[src/rtl/pe_shift_pkg.sv]
package pe_shift_pkg;

    typedef enum logic [1:0] {
        DIR_UP    = 2'b00,
        DIR_DOWN  = 2'b01,
        DIR_LEFT  = 2'b10,
        DIR_RIGHT = 2'b11
    } shift_dir_e;

    typedef enum logic {
        ST_IDLE  = 1'b0,
        ST_VALID = 1'b1
    } net_state_e;

endpackage

[src/rtl/pe_shift_route.sv]
module pe_shift_route
    import pe_shift_pkg::*;
#(
    parameter int ROWS   = 4,
    parameter int COLS   = 4,
    parameter int LANE_W = 8
) (
    input  logic [LANE_W*ROWS*COLS-1:0] src_i,
    input  logic                        mode_2d_i,
    input  logic [1:0]                  dir_i,
    input  logic                        wrap_i,
    output logic [LANE_W*ROWS*COLS-1:0] dst_o
);
    localparam int N = ROWS * COLS;

    for (genvar j = 0; j < N; j++) begin : g_lane
        localparam int ROW = j / COLS;
        localparam int COL = j % COLS;
        // linear neighbours
        localparam int  UP1     = (j + 1) % N;
        localparam bit  UP1_EDG = (j == N - 1);
        localparam int  DN1     = (j + N - 1) % N;
        localparam bit  DN1_EDG = (j == 0);
        // grid neighbours, row-major placement
        localparam int  UP2     = ((ROW + 1) % ROWS) * COLS + COL;
        localparam bit  UP2_EDG = (ROW == ROWS - 1);
        localparam int  DN2     = ((ROW + ROWS - 1) % ROWS) * COLS + COL;
        localparam bit  DN2_EDG = (ROW == 0);
        localparam int  LF2     = ROW * COLS + (COL + 1) % COLS;
        localparam bit  LF2_EDG = (COL == COLS - 1);
        localparam int  RT2     = ROW * COLS + (COL + COLS - 1) % COLS;
        localparam bit  RT2_EDG = (COL == 0);

        logic [LANE_W-1:0] pick;
        logic              edge_hit;

        always_comb begin
            pick     = '0;
            edge_hit = 1'b0;
            if (!mode_2d_i) begin
                if (dir_i[0] == 1'b0) begin
                    pick     = src_i[UP1*LANE_W +: LANE_W];
                    edge_hit = UP1_EDG;
                end else begin
                    pick     = src_i[DN1*LANE_W +: LANE_W];
                    edge_hit = DN1_EDG;
                end
            end else begin
                unique case (dir_i)
                    DIR_UP: begin
                        pick     = src_i[UP2*LANE_W +: LANE_W];
                        edge_hit = UP2_EDG;
                    end
                    DIR_DOWN: begin
                        pick     = src_i[DN2*LANE_W +: LANE_W];
                        edge_hit = DN2_EDG;
                    end
                    DIR_LEFT: begin
                        pick     = src_i[LF2*LANE_W +: LANE_W];
                        edge_hit = LF2_EDG;
                    end
                    default: begin
                        pick     = src_i[RT2*LANE_W +: LANE_W];
                        edge_hit = RT2_EDG;
                    end
                endcase
            end
        end

        assign dst_o[j*LANE_W +: LANE_W] = (edge_hit && !wrap_i) ? '0 : pick;
    end

endmodule

[src/rtl/pe_shift_ctrl.sv]
module pe_shift_ctrl
    import pe_shift_pkg::*;
(
    input  logic clk,
    input  logic rst_n,
    input  logic move_i,
    output logic capture_o,
    output logic valid_o
);
    net_state_e state_q, state_d;

    always_ff @(posedge clk) begin
        if (!rst_n) state_q <= ST_IDLE;
        else        state_q <= state_d;
    end

    always_comb begin
        state_d = state_q;
        unique case (state_q)
            ST_IDLE:  if (move_i)  state_d = ST_VALID;
            ST_VALID: if (!move_i) state_d = ST_IDLE;
            default:  state_d = ST_IDLE;
        endcase
    end

    always_comb begin
        capture_o = move_i;
        valid_o   = (state_q == ST_VALID);
    end


    state_enter_chk: assert property (@(posedge clk) disable iff (!rst_n)
        move_i |=> (state_q == ST_VALID));


    state_leave_chk: assert property (@(posedge clk) disable iff (!rst_n)
        !move_i |=> (state_q == ST_IDLE));

endmodule

[src/rtl/pe_shift_net.sv]
module pe_shift_net
    import pe_shift_pkg::*;
#(
    parameter int ROWS   = 4,
    parameter int COLS   = 4,
    parameter int LANE_W = 8
) (
    input  logic                        clk,
    input  logic                        rst_n,
    input  logic                        move_i,
    input  logic                        mode_2d_i,
    input  logic [1:0]                  dir_i,
    input  logic                        wrap_i,
    input  logic [LANE_W*ROWS*COLS-1:0] din_i,
    output logic [LANE_W*ROWS*COLS-1:0] dout_o,
    output logic                        valid_o
);
    localparam int N    = ROWS * COLS;
    localparam int BITS = LANE_W * N;

    logic [BITS-1:0] routed;
    logic            capture;

    pe_shift_route #(
        .ROWS   (ROWS),
        .COLS   (COLS),
        .LANE_W (LANE_W)
    ) route_i (
        .src_i     (din_i),
        .mode_2d_i (mode_2d_i),
        .dir_i     (dir_i),
        .wrap_i    (wrap_i),
        .dst_o     (routed)
    );

    pe_shift_ctrl ctrl_i (
        .clk       (clk),
        .rst_n     (rst_n),
        .move_i    (move_i),
        .capture_o (capture),
        .valid_o   (valid_o)
    );

    always_ff @(posedge clk) begin
        if (!rst_n)       dout_o <= '0;
        else if (capture) dout_o <= routed;
    end


    valid_after_move_chk: assert property (@(posedge clk) disable iff (!rst_n)
        move_i |=> valid_o);


    valid_drop_chk: assert property (@(posedge clk) disable iff (!rst_n)
        !move_i |=> !valid_o);


    hold_out_chk: assert property (@(posedge clk) disable iff (!rst_n)
        !move_i |=> $stable(dout_o));


    edge_zero_chk: assert property (@(posedge clk) disable iff (!rst_n)
        (move_i && !mode_2d_i && !dir_i[0] && !wrap_i)
        |=> (dout_o[(N-1)*LANE_W +: LANE_W] == '0));


    edge_wrap_chk: assert property (@(posedge clk) disable iff (!rst_n)
        (move_i && !mode_2d_i && !dir_i[0] && wrap_i)
        |=> (dout_o[(N-1)*LANE_W +: LANE_W] == $past(din_i[LANE_W-1:0])));

endmodule

[config.mk]
export PLATFORM = sky130hd
export DESIGN_NAME = pe_shift_net
export DESIGN_NICKNAME = d
export VERILOG_FILES = /design/src/rtl/pe_shift_pkg.sv /design/src/rtl/pe_shift_route.sv /design/src/rtl/pe_shift_ctrl.sv /design/src/rtl/pe_shift_net.sv
export SDC_FILE = /design/constraint.sdc
export NUM_CORES = 1
export LEC_CHECK = 0
export ABC_AREA = 1
export BUFFER_PORTS_ARGS = -buffer_cell sky130_fd_sc_hd__buf_4
export CORE_MARGIN = 4
export CORE_UTILIZATION = 51
export CTS_BUF_LIST = sky130_fd_sc_hd__clkbuf_4
export DETAILED_ROUTE_END_ITERATION = 8
export PLACE_DENSITY = 0.8
export SYNTH_ARGS = -nofsm -noshare
export SYNTH_HDL_FRONTEND = slang
export SYNTH_SLANG_ARGS = --single-unit
[constraint.sdc]
create_clock -name clk -period 1.7 [get_ports clk]
set_input_delay 0.17 -clock clk [delete_from_list [all_inputs] [get_ports clk]]
set_output_delay 0.17 -clock clk [all_outputs]
set_load 0.005 [all_outputs]
==> flow_summary.html <==
<table>
<tr><th>Metric</th><th>Value</th></tr>
<tr><th colspan="2">Power</th></tr>
<tr><td>Pwr Total</td><td>9.16 mW</td></tr>
<tr><td>Pwr Density</td><td>683 nW/um^2</td></tr>
<tr><td>Reported leakage power</td><td>6.15 nW</td></tr>
<tr><td>Max rail drop VDD</td><td>0.000462 V</td></tr>
<tr><th colspan="2">Drt</th></tr>
<tr><td>Ratio of routed vias to standard cells</td><td>6.29</td></tr>
<tr><td>Mean routed wirelength per cell</td><td>23.5 um</td></tr>
<tr><td>Via count of the routed design</td><td>15100</td></tr>
<tr><td>Iteration count of the initial detailed-routing pass</td><td>8</td></tr>
<tr><td>Overall routed net length</td><td>56.5 mm</td></tr>
<tr><td>Number of nets with antenna violations after routing</td><td>0</td></tr>
<tr><td>First DRT Iteration DRCs</td><td>2286</td></tr>
<tr><td>DRC violation count after routing</td><td>0</td></tr>
<tr><th colspan="2">Timing</th></tr>
<tr><td>Worst Hold Slack</td><td>0.0263 ns</td></tr>
<tr><td>Minimum clock period after layout</td><td>1.35 ns</td></tr>
<tr><td>Final count of negative-setup-slack endpoints</td><td>0</td></tr>
<tr><td>Final critical-path share of the clock period</td><td>79.4%</td></tr>
<tr><td>Number of max-slew violations in the final report</td><td>0</td></tr>
<tr><td>Worst-margin pin slew</td><td>0.679 ns</td></tr>
<tr><td>Worst clock skew</td><td>0 ns</td></tr>
<tr><td>Slew headroom</td><td>54.7%</td></tr>
<tr><td>Count of endpoints failing hold in the final timing report</td><td>0</td></tr>
<tr><td>Highest attainable clock frequency</td><td>0.741 GHz</td></tr>
<tr><td>Setup repair after global routing missed its margin</td><td>no</td></tr>
<tr><td>Setup tns final</td><td>0 ns</td></tr>
<tr><th colspan="2">Synthesis</th></tr>
<tr><td>Dominant cell type by area after synthesis</td><td>nand2_1</td></tr>
<tr><td>Synthesized instance count</td><td>1942</td></tr>
<tr><td>Most area-consuming cells after synthesis</td><td>nand2_1 (29%), dfxtp_1 (24%), nand3_1 (11%)</td></tr>
<tr><td>Number of nets produced by synthesis</td><td>2082</td></tr>
<tr><td>Most numerous cell types in the synthesized netlist</td><td>nand2_1 (816), nand3_1 (234), a21oi_1 (232)</td></tr>
<tr><td>Fraction of registers with async set/reset</td><td>0%</td></tr>
<tr><td>Post-synthesis register bit count</td><td>129</td></tr>
<tr><td>Post-synthesis average cell area</td><td>5.52 sq um</td></tr>
<tr><td>Post-synthesis cell area</td><td>10700 sq um</td></tr>
<tr><td>Seq/Total Area, Yosys</td><td>24.1%</td></tr>
<tr><td>Number of synthesized flops with an enable pin</td><td>0</td></tr>
<tr><td>Most used DFF post-synth</td><td>dfxtp_1</td></tr>
<tr><td>Area fraction of the dominant cell type after synthesis</td><td>28.6%</td></tr>
<tr><td>Distinct cell type count after synthesis</td><td>23</td></tr>
<tr><td>Most instantiated library cell after synthesis</td><td>nand2_1</td></tr>
<tr><td>Count of warnings emitted by yosys</td><td>0</td></tr>
<tr><th colspan="2">Critical path</th></tr>
<tr><td>Buffer and inverter count on the worst path</td><td>1</td></tr>
<tr><td>Cells along the critical path</td><td>buf_4</td></tr>
<tr><td>Critical Path Slowest Stage Cell</td><td>dfxtp_1</td></tr>
<tr><td>Cell family with the largest share of critical-path delay</td><td>flip-flops</td></tr>
<tr><td>Type of destination of the critical path</td><td>primary output</td></tr>
<tr><td>Delay of the slowest cell on the worst path</td><td>0.46 ns</td></tr>
<tr><td>Startpoint class of the critical path</td><td>register</td></tr>
<tr><td>Worst EP arrival</td><td>1.18 ns</td></tr>
<tr><td>Required time of the worst setup path</td><td>1.53 ns</td></tr>
<tr><td>Largest fanout on the critical path</td><td>2</td></tr>
<tr><td>Startpoint-to-endpoint class of the critical path</td><td>reg2out</td></tr>
<tr><th colspan="2">Place</th></tr>
<tr><td>Number of placed cells counting well taps</td><td>2368</td></tr>
<tr><td>DP Wirelength</td><td>39.8 mm</td></tr>
<tr><td>Input/output buffers</td><td>263</td></tr>
<tr><td>Routability-driven placement congestion ratio</td><td>1.03</td></tr>
<tr><th colspan="2">Floorplanning</th></tr>
<tr><td>Die width</td><td>153 um</td></tr>
<tr><td>Ports placed on the boundary</td><td>264</td></tr>
<tr><td>Die H</td><td>153 um</td></tr>
<tr><td>Site Rows</td><td>52</td></tr>
<tr><td>Area of the die</td><td>23400 sq um</td></tr>
<tr><td>Initial cell density of the core</td><td>52.4%</td></tr>
<tr><td>Core box area</td><td>20400 sq um</td></tr>
<tr><th colspan="2">Clock network</th></tr>
<tr><td>Resize count post-CTS</td><td>0</td></tr>
<tr><td>CTS HTree Levels</td><td>4</td></tr>
<tr><td>Cts bufs inserted</td><td>17</td></tr>
<tr><td>TritonCTS clock tree</td><td>done</td></tr>
<tr><td>Clock sink count</td><td>129</td></tr>
<tr><td>Largest buffer count on any clock path</td><td>2</td></tr>
<tr><td>Clock latency of the later-clocked register in the worst-skew pair</td><td>0.57 ns</td></tr>
<tr><td>Hold buffer count at CTS</td><td>4</td></tr>
<tr><td>Root buffer selected by CTS</td><td>clkbuf_4</td></tr>
<tr><td>Clk pin slew, worst setup/hold paths</td><td>0.14 ns</td></tr>
<tr><td>Buffers inserted by post-CTS timing repair</td><td>0</td></tr>
<tr><th colspan="2">Finish</th></tr>
<tr><td>Post-layout utilization of the core</td><td>65.6%</td></tr>
<tr><td>Number of nets in the layout</td><td>2261</td></tr>
<tr><td>Layout Area Growth over Synthesis</td><td>25.2%</td></tr>
<tr><td>Number of standard cells in the layout, taps in and fillers out</td><td>2407</td></tr>
<tr><td>Share of layout cells above drive strength 1</td><td>17.1%</td></tr>
<tr><th colspan="2">GRT</th></tr>
<tr><td>Global-route total usage across every layer</td><td>45.5%</td></tr>
<tr><td>Total overflow reported by the global router</td><td>0</td></tr>
<tr><td>First-pass GRT wire length</td><td>82.5 mm</td></tr>
<tr><td>Via count of the first global-routing pass</td><td>13400</td></tr>
<tr><td>Largest net degree at the start of global routing</td><td>144</td></tr>
<tr><td>Number of antenna violations at the first check in global routing</td><td>3</td></tr>
<tr><th colspan="2">Run status</th></tr>
<tr><td>Result of the run</td><td>finished, final reports clean</td></tr>
<tr><th colspan="2">Job</th></tr>
<tr><td>Max-cap viol count</td><td>0</td></tr>
<tr><th colspan="2">Min path</th></tr>
<tr><td>Hold/Removal Path Class</td><td>in2reg</td></tr>
</table>
## where the power goes
| group | internal, mW | leakage (nW) | switching, mW |
|---|---|---|---|
| sequential | 3.24 | 1.06 | 0.129 |
| combinational | 1.25 | 4.93 | 2.12 |
| clock | 0.921 | 0.156 | 1.50 |
| total | 5.41 | 6.15 | 3.75 |
## cells by family after synthesis
family / after synthesis / share of synthesized area [%]
compound gates: 439 / 22.1
fa+ha+maj: 5 / 0.584
buf+inv: 219 / 9.82
flops: 129 / 24.1
simple gates: 1150 / 43.3
## per-layer routing
layer | GRT usage (%) | up-vias | routed length [um]
met5 | 0 | - | 13
met4 | 24.3 | 2 | 4270
met3 | 16.9 | 311 | 9490
met2 | 66.0 | 1351 | 22700
met1 | 58.6 | 6718 | 20000
li1 | - | 6767 | -
## final cells by class
class                      instances  area (sq um)
antenna                            3          7.51
clock buffer                      17           128
clock inverter                    15           171
fill                            1970          7020
inverter                          56           218
multi-input combinational       1594          7130
sequential                       129          2580
tap                              270           338
timing repair buffer             323          2840
## registers in the layout, indices dropped and copies added, names as in the netlist
signal / cells
dout_o: 128
ctrl_i.valid_o: 1
## stage by stage
step	instance area [sq um]	worst slack [ns]
CTS	13400	0.347
finish	13400	0.350
global route	13400	0.339
detailed placement	13100	0.000194
floorplan	10700	0.0905
global placement	13100	0.00751
## tightest hold or removal path: stages
cell     delay [ns]
buf_4          0.14
nand2_1        0.07
nand3_1        0.06
nand3_1        0.08
a21oi_1        0.05
## path summary, 6_finish.rpt
kind	from	end	slack (ns)	cells past startpoint
worst max-delay path	dout_o[99]	dout_o[99]	0.35	1
worst min-delay path	din_i[19]	dout_o[11]	0.03	5
worst max register to register	dout_o[112]	dout_o[112]	0.95	2
worst min register to register	dout_o[111]	dout_o[111]	0.47	2
## cells in the final DEF, fill, tap and decap left out, drive strengths merged
cell type    Yosys  layout
a21oi          237     237
a31oi           32      32
buf            115     319
bufinv           0       2
clkbuf          48      17
clkinv           1       2
clkinvlp         0       2
dfxtp          129     129
diode            0       3
dlygate4sd3      0       4
ha               5       5
inv             55      65
nand2          816     816
nand3          234     234
nand4            7       7
nor2            93      93
o211ai          34      34
o21ai          136     136
Power figures use the tool's default switching activity.
